[src/rtl/winwdt_pkg.sv]
package winwdt_pkg;
   localparam int REG_W    = 32;
   localparam int OFS_CTRL = 0;
   localparam int OFS_MODE = 4;
   localparam int OFS_STAT = 8;

   localparam int WDD_LSB  = 16;
   localparam int B_IRQ    = 12;
   localparam int B_RST    = 13;
   localparam int B_PROC   = 14;
   localparam int B_DIS    = 15;
   localparam int B_DBG    = 28;
   localparam int B_IDLE   = 29;

   localparam int KEY_LSB  = 24;
   localparam int B_RSTRT  = 0;

   typedef struct packed {
      logic err;
      logic uf;
   } wdt_evt_t;
endpackage

[src/rtl/winwdt_regs.sv]
module winwdt_regs
   import winwdt_pkg::*;
#(
   parameter int        CNT_W  = 12,
   parameter int        AW     = 4,
   parameter logic [7:0] KEY   = 8'hA5,
   parameter bit        RD_REG = 1'b0
) (
   input  logic             clk,
   input  logic             rst_n,
   input  logic             bus_sel,
   input  logic             bus_wr,
   input  logic [AW-1:0]    bus_addr,
   input  logic [REG_W-1:0] bus_wdata,
   output logic [REG_W-1:0] bus_rdata,
   input  wdt_evt_t         evt,
   output logic [CNT_W-1:0] cfg_wdv,
   output logic [CNT_W-1:0] cfg_wdd,
   output logic             cfg_irq,
   output logic             cfg_rst,
   output logic             cfg_proc,
   output logic             cfg_dis,
   output logic             cfg_dbg,
   output logic             cfg_idle,
   output logic             mode_wr,
   output logic             mode_locked,
   output logic [CNT_W-1:0] load_val,
   output logic             restart,
   output logic             stat_rd,
   output logic [1:0]       flags
);
   localparam logic [CNT_W-1:0] ONES      = '1;
   localparam logic [REG_W-1:0] FIELD_CNT = REG_W'(ONES);
   localparam logic [REG_W-1:0] MODE_RST  = FIELD_CNT | (FIELD_CNT << WDD_LSB)
                                          | (REG_W'(1) << B_RST)
                                          | (REG_W'(1) << B_DBG)
                                          | (REG_W'(1) << B_IDLE);
   localparam logic [REG_W-1:0] MODE_MASK = FIELD_CNT | (FIELD_CNT << WDD_LSB)
                                          | (REG_W'(1) << B_IRQ)  | (REG_W'(1) << B_RST)
                                          | (REG_W'(1) << B_PROC) | (REG_W'(1) << B_DIS)
                                          | (REG_W'(1) << B_DBG)  | (REG_W'(1) << B_IDLE);

   logic [REG_W-1:0] mode_q;
   logic [1:0]       flags_q;
   logic             locked_q;
   logic             hit_ctrl, hit_mode, hit_stat;
   logic [REG_W-1:0] rd_mux;

   assign hit_ctrl = bus_sel && (bus_addr == AW'(OFS_CTRL));
   assign hit_mode = bus_sel && (bus_addr == AW'(OFS_MODE));
   assign hit_stat = bus_sel && (bus_addr == AW'(OFS_STAT));

   assign mode_wr  = hit_mode && bus_wr && !locked_q;
   assign restart  = hit_ctrl && bus_wr
                     && (bus_wdata[KEY_LSB +: 8] == KEY)
                     && bus_wdata[B_RSTRT];
   assign stat_rd  = hit_stat && !bus_wr;
   assign load_val = bus_wdata[CNT_W-1:0];

   always_ff @(posedge clk or negedge rst_n) begin
      if (!rst_n) begin
         mode_q   <= MODE_RST;
         locked_q <= 1'b0;
      end else if (mode_wr) begin
         mode_q   <= bus_wdata & MODE_MASK;
         locked_q <= 1'b1;
      end
   end

   always_ff @(posedge clk or negedge rst_n) begin
      if (!rst_n) flags_q <= '0;
      else        flags_q <= (stat_rd ? 2'b00 : flags_q) | {evt.err, evt.uf};
   end

   always_comb begin
      rd_mux = '0;
      if (bus_sel && !bus_wr) begin
         if (hit_mode)      rd_mux = mode_q;
         else if (hit_stat) rd_mux = {{(REG_W-2){1'b0}}, flags_q};
      end
   end

   generate
      if (RD_REG) begin : g_rd_reg
         logic [REG_W-1:0] rdata_q;
         always_ff @(posedge clk or negedge rst_n) begin
            if (!rst_n) rdata_q <= '0;
            else        rdata_q <= rd_mux;
         end
         assign bus_rdata = rdata_q;
      end else begin : g_rd_comb
         assign bus_rdata = rd_mux;
      end
   endgenerate

   assign cfg_wdv     = mode_q[CNT_W-1:0];
   assign cfg_wdd     = mode_q[WDD_LSB +: CNT_W];
   assign cfg_irq     = mode_q[B_IRQ];
   assign cfg_rst     = mode_q[B_RST];
   assign cfg_proc    = mode_q[B_PROC];
   assign cfg_dis     = mode_q[B_DIS];
   assign cfg_dbg     = mode_q[B_DBG];
   assign cfg_idle    = mode_q[B_IDLE];
   assign mode_locked = locked_q;
   assign flags       = flags_q;
endmodule

[src/rtl/winwdt_counter.sv]
module winwdt_counter
   import winwdt_pkg::*;
#(
   parameter int CNT_W = 12
) (
   input  logic             clk,
   input  logic             rst_n,
   input  logic             tick,
   input  logic             idle_in,
   input  logic             dbg_in,
   input  logic [CNT_W-1:0] cfg_wdv,
   input  logic [CNT_W-1:0] cfg_wdd,
   input  logic             cfg_dis,
   input  logic             cfg_idle,
   input  logic             cfg_dbg,
   input  logic             load,
   input  logic [CNT_W-1:0] load_val,
   input  logic             restart,
   output wdt_evt_t         evt,
   output logic [CNT_W-1:0] cnt_val
);
   logic [CNT_W-1:0] cnt_q;
   logic             running, frozen, step;

   assign running = !cfg_dis;
   assign frozen  = (cfg_idle && idle_in) || (cfg_dbg && dbg_in);
   assign step    = running && tick && !frozen && !restart && !load;

   always_comb begin
      evt.err = running && restart && (cnt_q > cfg_wdd);
      evt.uf  = step && (cnt_q == '0);
   end

   always_ff @(posedge clk or negedge rst_n) begin
      if (!rst_n)                  cnt_q <= '1;
      else if (load)               cnt_q <= load_val;
      else if (running && restart) cnt_q <= cfg_wdv;
      else if (step)               cnt_q <= (cnt_q == '0) ? cfg_wdv : cnt_q - 1'b1;
   end

   assign cnt_val = cnt_q;
endmodule

[src/rtl/winwdt_fault.sv]
module winwdt_fault
   import winwdt_pkg::*;
(
   input  logic     clk,
   input  logic     rst_n,
   input  wdt_evt_t evt,
   input  logic [1:0] flags,
   input  logic     cfg_irq,
   input  logic     cfg_rst,
   input  logic     cfg_proc,
   output logic     fault_irq,
   output logic     rst_req,
   output logic     rst_proc
);
   logic fire;
   assign fire = (evt.uf || evt.err) && cfg_rst;

   always_ff @(posedge clk or negedge rst_n) begin
      if (!rst_n) begin
         rst_req  <= 1'b0;
         rst_proc <= 1'b0;
      end else begin
         rst_req  <= fire;
         rst_proc <= fire && cfg_proc;
      end
   end

   assign fault_irq = cfg_irq && (|flags);
endmodule

[src/rtl/winwdt.sv]
module winwdt
   import winwdt_pkg::*;
#(
   parameter int         CNT_W  = 12,
   parameter int         AW     = 4,
   parameter logic [7:0] KEY    = 8'hA5,
   parameter bit         RD_REG = 1'b0
) (
   input  logic             clk,
   input  logic             rst_n,
   input  logic             tick,
   input  logic             idle_in,
   input  logic             dbg_in,
   input  logic             bus_sel,
   input  logic             bus_wr,
   input  logic [AW-1:0]    bus_addr,
   input  logic [31:0]      bus_wdata,
   output logic [31:0]      bus_rdata,
   output logic             fault_irq,
   output logic             rst_req,
   output logic             rst_proc
);
   generate
      if (CNT_W < 2 || CNT_W > 12) begin : g_bad_cnt_w
         initial $fatal(1, "winwdt: CNT_W must lie in 2..12");
      end
      if (AW < 4) begin : g_bad_aw
         initial $fatal(1, "winwdt: AW must be at least 4");
      end
   endgenerate

   wdt_evt_t         evt;
   logic [CNT_W-1:0] cfg_wdv, cfg_wdd, load_val, cnt_val;
   logic             cfg_irq, cfg_rst, cfg_proc, cfg_dis, cfg_dbg, cfg_idle;
   logic             mode_wr, mode_locked, restart, stat_rd;
   logic [1:0]       flags;

   winwdt_regs #(.CNT_W(CNT_W), .AW(AW), .KEY(KEY), .RD_REG(RD_REG)) u_regs (
      .clk(clk), .rst_n(rst_n),
      .bus_sel(bus_sel), .bus_wr(bus_wr), .bus_addr(bus_addr),
      .bus_wdata(bus_wdata), .bus_rdata(bus_rdata),
      .evt(evt),
      .cfg_wdv(cfg_wdv), .cfg_wdd(cfg_wdd), .cfg_irq(cfg_irq), .cfg_rst(cfg_rst),
      .cfg_proc(cfg_proc), .cfg_dis(cfg_dis), .cfg_dbg(cfg_dbg), .cfg_idle(cfg_idle),
      .mode_wr(mode_wr), .mode_locked(mode_locked), .load_val(load_val),
      .restart(restart), .stat_rd(stat_rd), .flags(flags)
   );

   winwdt_counter #(.CNT_W(CNT_W)) u_cnt (
      .clk(clk), .rst_n(rst_n), .tick(tick), .idle_in(idle_in), .dbg_in(dbg_in),
      .cfg_wdv(cfg_wdv), .cfg_wdd(cfg_wdd), .cfg_dis(cfg_dis),
      .cfg_idle(cfg_idle), .cfg_dbg(cfg_dbg),
      .load(mode_wr), .load_val(load_val), .restart(restart),
      .evt(evt), .cnt_val(cnt_val)
   );

   winwdt_fault u_fault (
      .clk(clk), .rst_n(rst_n), .evt(evt), .flags(flags),
      .cfg_irq(cfg_irq), .cfg_rst(cfg_rst), .cfg_proc(cfg_proc),
      .fault_irq(fault_irq), .rst_req(rst_req), .rst_proc(rst_proc)
   );
endmodule

[config.mk]
export PLATFORM = sky130hd
export DESIGN_NAME = winwdt
export DESIGN_NICKNAME = d
export VERILOG_FILES = /design/src/rtl/winwdt_pkg.sv /design/src/rtl/winwdt_regs.sv /design/src/rtl/winwdt_counter.sv /design/src/rtl/winwdt_fault.sv /design/src/rtl/winwdt.sv
export SDC_FILE = /design/constraint.sdc
export NUM_CORES = 1
export LEC_CHECK = 0
export ABC_AREA = 1
export CELL_PAD_IN_SITES_DETAIL_PLACEMENT = 1
export CELL_PAD_IN_SITES_GLOBAL_PLACEMENT = 1
export CORE_MARGIN = 5
export CORE_UTILIZATION = 38
export CTS_CLUSTER_DIAMETER = 200
export DETAILED_ROUTE_END_ITERATION = 10
export GPL_TIMING_DRIVEN = 0
export HOLD_SLACK_MARGIN = 0.15
export PLACE_DENSITY = 0.95
export SETUP_SLACK_MARGIN = 0.2
export SLEW_MARGIN = 10
export SYNTH_ARGS = -nofsm -noshare
export SYNTH_HDL_FRONTEND = slang
export SYNTH_SLANG_ARGS = --single-unit
export TNS_END_PERCENT = 50
[constraint.sdc]
create_clock -name clk -period 2.98 [get_ports clk]
set_input_delay 0.894 -clock clk [delete_from_list [all_inputs] [get_ports clk]]
set_output_delay 0.894 -clock clk [all_outputs]
set_load 0.02 [all_outputs]
==> metrics.txt, run 1 <==
CTS tree built; Pleak about 2.4 nW; Peak VDD IR 184 uV; # diodes 0; fill cell count between 1000 and 1500; share of cells above drive strength 1 about 32%; Setup Total Neg Slack 0 ns; unrepaired setup endpoints after global routing yes; Core Region 8180 sq um; initial DRC count roughly 310; wl on met1 5580 um; Worst Max-Slew Pin Slew 0.752 ns; DR WL/cell 23.2 um; gr ovfl total 0; CP endpoint kind primary output; WL met2 7550 um; Clock Skew 0.0173 ns; Post-DP Area ~4100 sq um; minimum clock period between 2 and 3 ns; Slew Viols, Final 0; largest net degree at the start of global routing 28; commonest non-fill, non-tap cell in the layout nand2_1; DP HPWL 8270 um; Yosys warning total 0; antenna viol nets, final 0; global router's overall resource usage 26.4%; Fmax 0.343 GHz; initial antenna violation count 0; DIE AREA 10300 sq um; Post-synth EDFFs 0; vias in the first global route 3980; Slew HR roughly 50%; WL final 15200 um; Vias 3784; Period Utilization, post-route around 98%; Max Cap Viol 0; CP startpoint kind input pin; vias per inst 5.77; Die W 101 um; DR pass1 iterations 6; clock root buffer clkbuf_8; Placement Setup Slack -1.20 ns; register area share after synthesis 38.7%; # setup viols final 0; met3 wire length between 1000 and 1500 um; synth unique cells 31; GP Congestion 0.941; cts hold-fix bufs 0; pwr dens 265 nW/um^2; Num CTS Buffers 5; Async SR Flop Fraction between 90% and 100%; max layer used met4; DRC 0; run status completed; clock slew at reported path FFs 0.09 ns; worst skew pair latency roughly 0.31 ns; synthesized instance count 449; worst hold path class reg -> reg; synthesized area per cell 7.05 sq um; CP required around 2.1 ns; most frequent cells in the layout nand2_1 (102), inv_1 (68), nor2_1 (55); Arrival @ worst endpoint ~2.0 ns; Ports between 70 and 80; Total Nets Final between 600 and 700; total chip power 1.23 mW; final core utilization a little under three fifths; Mapped Area 3170 sq um; register area 1220 sq um; Main synth FF type dfstp_2; Final WS setup 0.0645 ns; clk buf depth 2; # H-tree levels 2; FP Rows 33; global-route wire length before repair approximately 21000 um; final hold vios 0; Final Cell Area 4650 sq um; Initial Util 38.7%; multi-input logic area 1810 sq um; IO buf count 75; Die Height 101 um; CP max FO 6; post-synthesis register bit count 47; Area Growth Syn to Fin 46.8%; critical path class in -> out; Sink Count 47
-- layer usage --
layer	vias up	global-route usage [%]
li1	1607	-
met1	1835	32.0
met4	0	10.8
met2	261	46.1
met3	81	4.61
met5	-	0
-- metrics by stage --
step                      instances  hold WS (ns)
after global routing            656         0.528
after detailed placement        631         0.488
after floorplan                 450         0.454
after CTS                       650         0.506
after global placement          630         0.468
final                           656         0.508
-- registers in the layout (all words and copies together), names as in the netlist --
register	cells
u_regs.mode_locked	1
u_fault.rst_req	1
u_cnt.cnt_val	12
u_regs.mode_q	30
u_fault.rst_proc	1
u_regs.flags	2
-- final cells by class --
type	count	share of cell area (%)
well taps	105	2.83
inverters	77	6.43
clock inverters	3	0.431
clock buffers	5	1.48
repair buffers	92	19.3
flip-flops and latches	47	26.4
plain buffers	17	4.25
multi-input cells	310	39.0
-- critical path, cell delays in order --
cell and delay, ns:
clkdlybuf4s15_2 0.23, inv_2 0.11, nand2_4 0.13, clkbuf_8 0.20
nor3_1 0.23, buf_2 0.22
-- cells in the mapped netlist (2+ instances only) --
| cell type | number | area, sq um |
|---|---|---|
| nand2_2 | 3 | 18.8 |
| nand3_1 | 26 | 130 |
| nand4_1 | 8 | 50.1 |
| o21bai_1 | 6 | 45.0 |
| ha_1 | 14 | 175 |
| buf_6 | 2 | 22.5 |
| xor2_1 | 2 | 17.5 |
| xnor2_1 | 2 | 17.5 |
| nand2_1 | 107 | 402 |
| nor2_1 | 56 | 210 |
| inv_1 | 72 | 270 |
| clkbuf_1 | 6 | 22.5 |
| inv_2 | 5 | 18.8 |
| or2_1 | 2 | 12.5 |
| nor3_1 | 30 | 150 |
| or2_2 | 3 | 18.8 |
| nor2_2 | 3 | 18.8 |
| a21oi_1 | 14 | 70.1 |
| buf_4 | 5 | 37.5 |
| dfstp_2 | 39 | 1020 |
| a21oi_2 | 4 | 35.0 |
| buf_2 | 4 | 20.0 |
| o21ai_0 | 21 | 105 |
| dfrtp_1 | 8 | 200 |
-- report_power, final --
group          internal (mW)  total, mW  switching [mW]
registers              0.641      0.641               0
logic                 0.0887      0.175          0.0861
clock network          0.164      0.418           0.254
total                  0.894       1.23           0.340
-- logic make-up (layout without fill, tap and decap cells) --
group                    after synthesis  in the layout  share of synthesized area [%]
buffers and inverters                 94            194                           12.4
adder cells (fa/ha/maj)               14             14                           5.53
other                                  1              2                          0.118
XOR/XNOR                               4              4                           1.11
AND/OR/NAND/NOR                      243            244                           33.9
flip-flops                            47             47                           38.7
AO/OA/AOI/OAI                         46             46                           8.30
-- path summary, 6_finish.rpt --
path	start	to	slack (ns)	depth (start not counted)
setup / recovery	bus_wr	bus_rdata[6]	0.06	6
hold / removal	u_cnt.cnt_val[10]	u_cnt.cnt_val[10]	0.51	2
setup reg to reg	u_cnt.cnt_val[0]	u_cnt.cnt_val[11]	0.64	11
hold reg to reg	u_cnt.cnt_val[10]	u_cnt.cnt_val[10]	0.51	2
max in group asynchronous	rst_n	u_cnt.cnt_val[11]	1.69	2
min in group asynchronous	rst_n	u_fault.rst_req	0.63	1
-- timing repair --
action                                 4_1_cts  5_1_grt
endpoints found under the hold margin        0        0
setup endpoints to repair                   30       30
gates resized for setup                    247       41
setup buffers                                5        6
pin swaps                                    3        8
gates cloned                                 6        0
Note: power is estimated with default switching activity, not from simulation.
==> run 2, diff against run 1 <==
--- a/config.mk
+++ b/config.mk
@@ -13,9 +13,10 @@
 export CTS_CLUSTER_DIAMETER = 200
 export DETAILED_ROUTE_END_ITERATION = 10
 export GPL_TIMING_DRIVEN = 0
-export HOLD_SLACK_MARGIN = 0.15
+export HOLD_SLACK_MARGIN = 0.05
 export PLACE_DENSITY = 0.95
 export SETUP_SLACK_MARGIN = 0.2
+export SKIP_CTS_REPAIR_TIMING = 1
 export SLEW_MARGIN = 10
 export SYNTH_ARGS = -nofsm -noshare
 export SYNTH_HDL_FRONTEND = slang
==> metrics.txt, run 2 (synthesized netlist as in run 1, its figures left out) <==
run status completed; most frequent cells in the layout nand2_1 (104), inv_1 (68), nor2_1 (56); logic gate share of total power 12.3% (-1.9 points); max FFs per register 30 (unchanged); Period Utilization, post-route 98.9% (+1.1 points); worst hold path class reg -> reg; met2 Use GR 39.0% (-7.1 points); CP required 2.09 ns (about the same); GP Congestion 0.941 (unchanged); share of cells above drive strength 1 29.8% (-2.3 points); Slew HR 53.4% (+3.6 points); Post-DP Area 4080 sq um (unchanged); DIE AREA 10300 sq um (unchanged); global-route wire length before repair 17500 um (-17%); final hold vios 0 (unchanged); hold path endpoint u_regs.mode_locked; Vias 3457 (-8.6%); gr ovfl total 0 (unchanged); Max Cap Viol 0 (unchanged); global router's overall resource usage 21.2% (-5.2 points); Initial Util 38.7% (unchanged); clock root buffer clkbuf_8; final core utilization 54.9% (-1.9 points); IO buf count 75 (unchanged); Ports 78 (unchanged); Top Usage Layer GRT met2; Die W 101 um (unchanged); Core Region 8180 sq um (unchanged); CP max FO 7 (+1); antenna viol nets, final 0 (unchanged); total internal power 0.878 mW (-1.7%); reg2reg path depth 11 (unchanged); CTS tree built; sw frac 26.9% (-0.68 points); worst skew pair latency 0.31 ns (about the same); largest net degree at the start of global routing 28 (unchanged); RR Endpoint u_cnt.cnt_val[6]; Slew Viols, Final 0 (unchanged); DP HPWL 8270 um (unchanged); Num CTS Buffers 5 (unchanged); initial antenna violation count 0 (unchanged); DRC 0 (unchanged); clk buf depth 2 (unchanged); Peak VDD IR 226 uV (+22%); Top reg by flops u_regs.mode_q; NetSw 0.323 mW (-5.0%); Fmax 0.339 GHz (-1.1%); vias per inst 5.33 (-7.5%); # setup viols final 0 (unchanged); minimum clock period 2.95 ns (+0.0324 ns); initial DRC count 177 (-43%); WL final 12800 um (-16%); vias in the first global route 3677 (-7.6%); clock slew at reported path FFs 0.10 ns (about the same); critical path class in -> out; min-delay src u_regs.mode_locked; commonest non-fill, non-tap cell in the layout nand2_1; grt met1 use 25.2% (-6.8 points); Critical R2R Launch u_cnt.cnt_val[0]; Flop pwr share 53.3% (+1.4 points); Final Cell Area 4490 sq um (-3.4%); Arrival @ worst endpoint 2.05 ns (+0.03 ns); CP endpoint kind primary output; Sink Count 47 (unchanged); FP Rows 33 (unchanged); Total Nets Final 599 (-1.3%); Clock power frac 34.4% (+0.5 points); Clock Skew 0.0165 ns (-0.000776 ns); # diodes 0 (unchanged); Area Growth Syn to Fin 41.8%; DR pass1 iterations 4 (-2); Pleak 2.32 nW (-3.9%); unrepaired setup endpoints after global routing yes; CP startpoint kind input pin; DR WL/cell 19.7 um (-15%); grt met3 use 2.62% (-2.0 points); Min-Delay Path Depth 2 (unchanged); R2R setup slack 0.89 ns (+0.25 ns); Die Height 101 um (unchanged); Worst Max-Slew Pin Slew 0.698 ns (-0.0534 ns); pwr dens 268 nW/um^2 (+0.82%); # H-tree levels 2 (unchanged)
-- run 2: power by group through the flow --
stage	registers, mW	logic, mW	clock network [mW]
detailed placement	0.650	0.120	0
CTS	0.640	0.120	0.409
floorplan	0.651	0.0288	0
finish	0.640	0.148	0.413
global route	0.641	0.158	0.441
global placement	0.650	0.112	0
-- run 2: worst max-delay path by stage --
stage / startpoint / to / slack [ns] / cells past startpoint
floorplan: bus_addr[3] / bus_rdata[10] / 0.1 / 6
global placement: bus_addr[2] / bus_rdata[17] / -1.12 / 7
detailed placement: bus_addr[2] / bus_rdata[27] / -1.20 / 7
CTS: bus_addr[2] / bus_rdata[27] / -1.22 / 7
global route: bus_addr[0] / bus_rdata[25] / -0.02 / 8
finish: bus_addr[1] / bus_rdata[25] / 0.03 / 8
-- run 2: area by class of cell --
type / count / area, sq um
buffer: 17 / 148
clock buffer: 5 / 68.8
clock inverter: 3 / 20.0
fill: 1000 / 3690
inverter: 77 / 297
multi-input combinational: 310 / 1780
sequential: 47 / 1220
tap: 105 / 131
timing repair buffer: 84 / 816
-- run 2: layer usage --
layer,share of wire (%),vias up
met1,39,1717
met4,2.1,0
met3,6.2,28
met2,52,123
li1,-,1589
met5,0,-
-- run 2: critical path, cell delays in order --
cell and delay, ns:
buf_6 0.10, inv_2 0.04, nand2_2 0.07, nor2_4 0.24, nand2_8 0.15, clkbuf_16 0.21
nor3_4 0.20, buf_6 0.14
-- run 2: through the flow --
step / instances / worst slack, ns / TNS (ns) / power (mW) / hold WS, ns
after floorplan: 450 / 0.0961 / 0 / 0.679 / 0.454
after CTS: 639 / -1.22 / -31.69 / 1.17 / 0.506
after global placement: 630 / -1.12 / -31.92 / 0.762 / 0.468
after global routing: 648 / -0.0157 / -0.0206 / 1.24 / 0.529
final: 648 / 0.0321 / 0 / 1.20 / 0.507
after detailed placement: 631 / -1.20 / -31.38 / 0.770 / 0.488
==> run 3, diff against run 2 <==
--- a/config.mk
+++ b/config.mk
@@ -16,7 +16,6 @@
 export HOLD_SLACK_MARGIN = 0.05
 export PLACE_DENSITY = 0.95
 export SETUP_SLACK_MARGIN = 0.2
-export SKIP_CTS_REPAIR_TIMING = 1
 export SLEW_MARGIN = 10
 export SYNTH_ARGS = -nofsm -noshare
 export SYNTH_HDL_FRONTEND = slang
==> results of run 3 <==
Same layout as run 1: the final DEF is identical, and so are final timing and power.
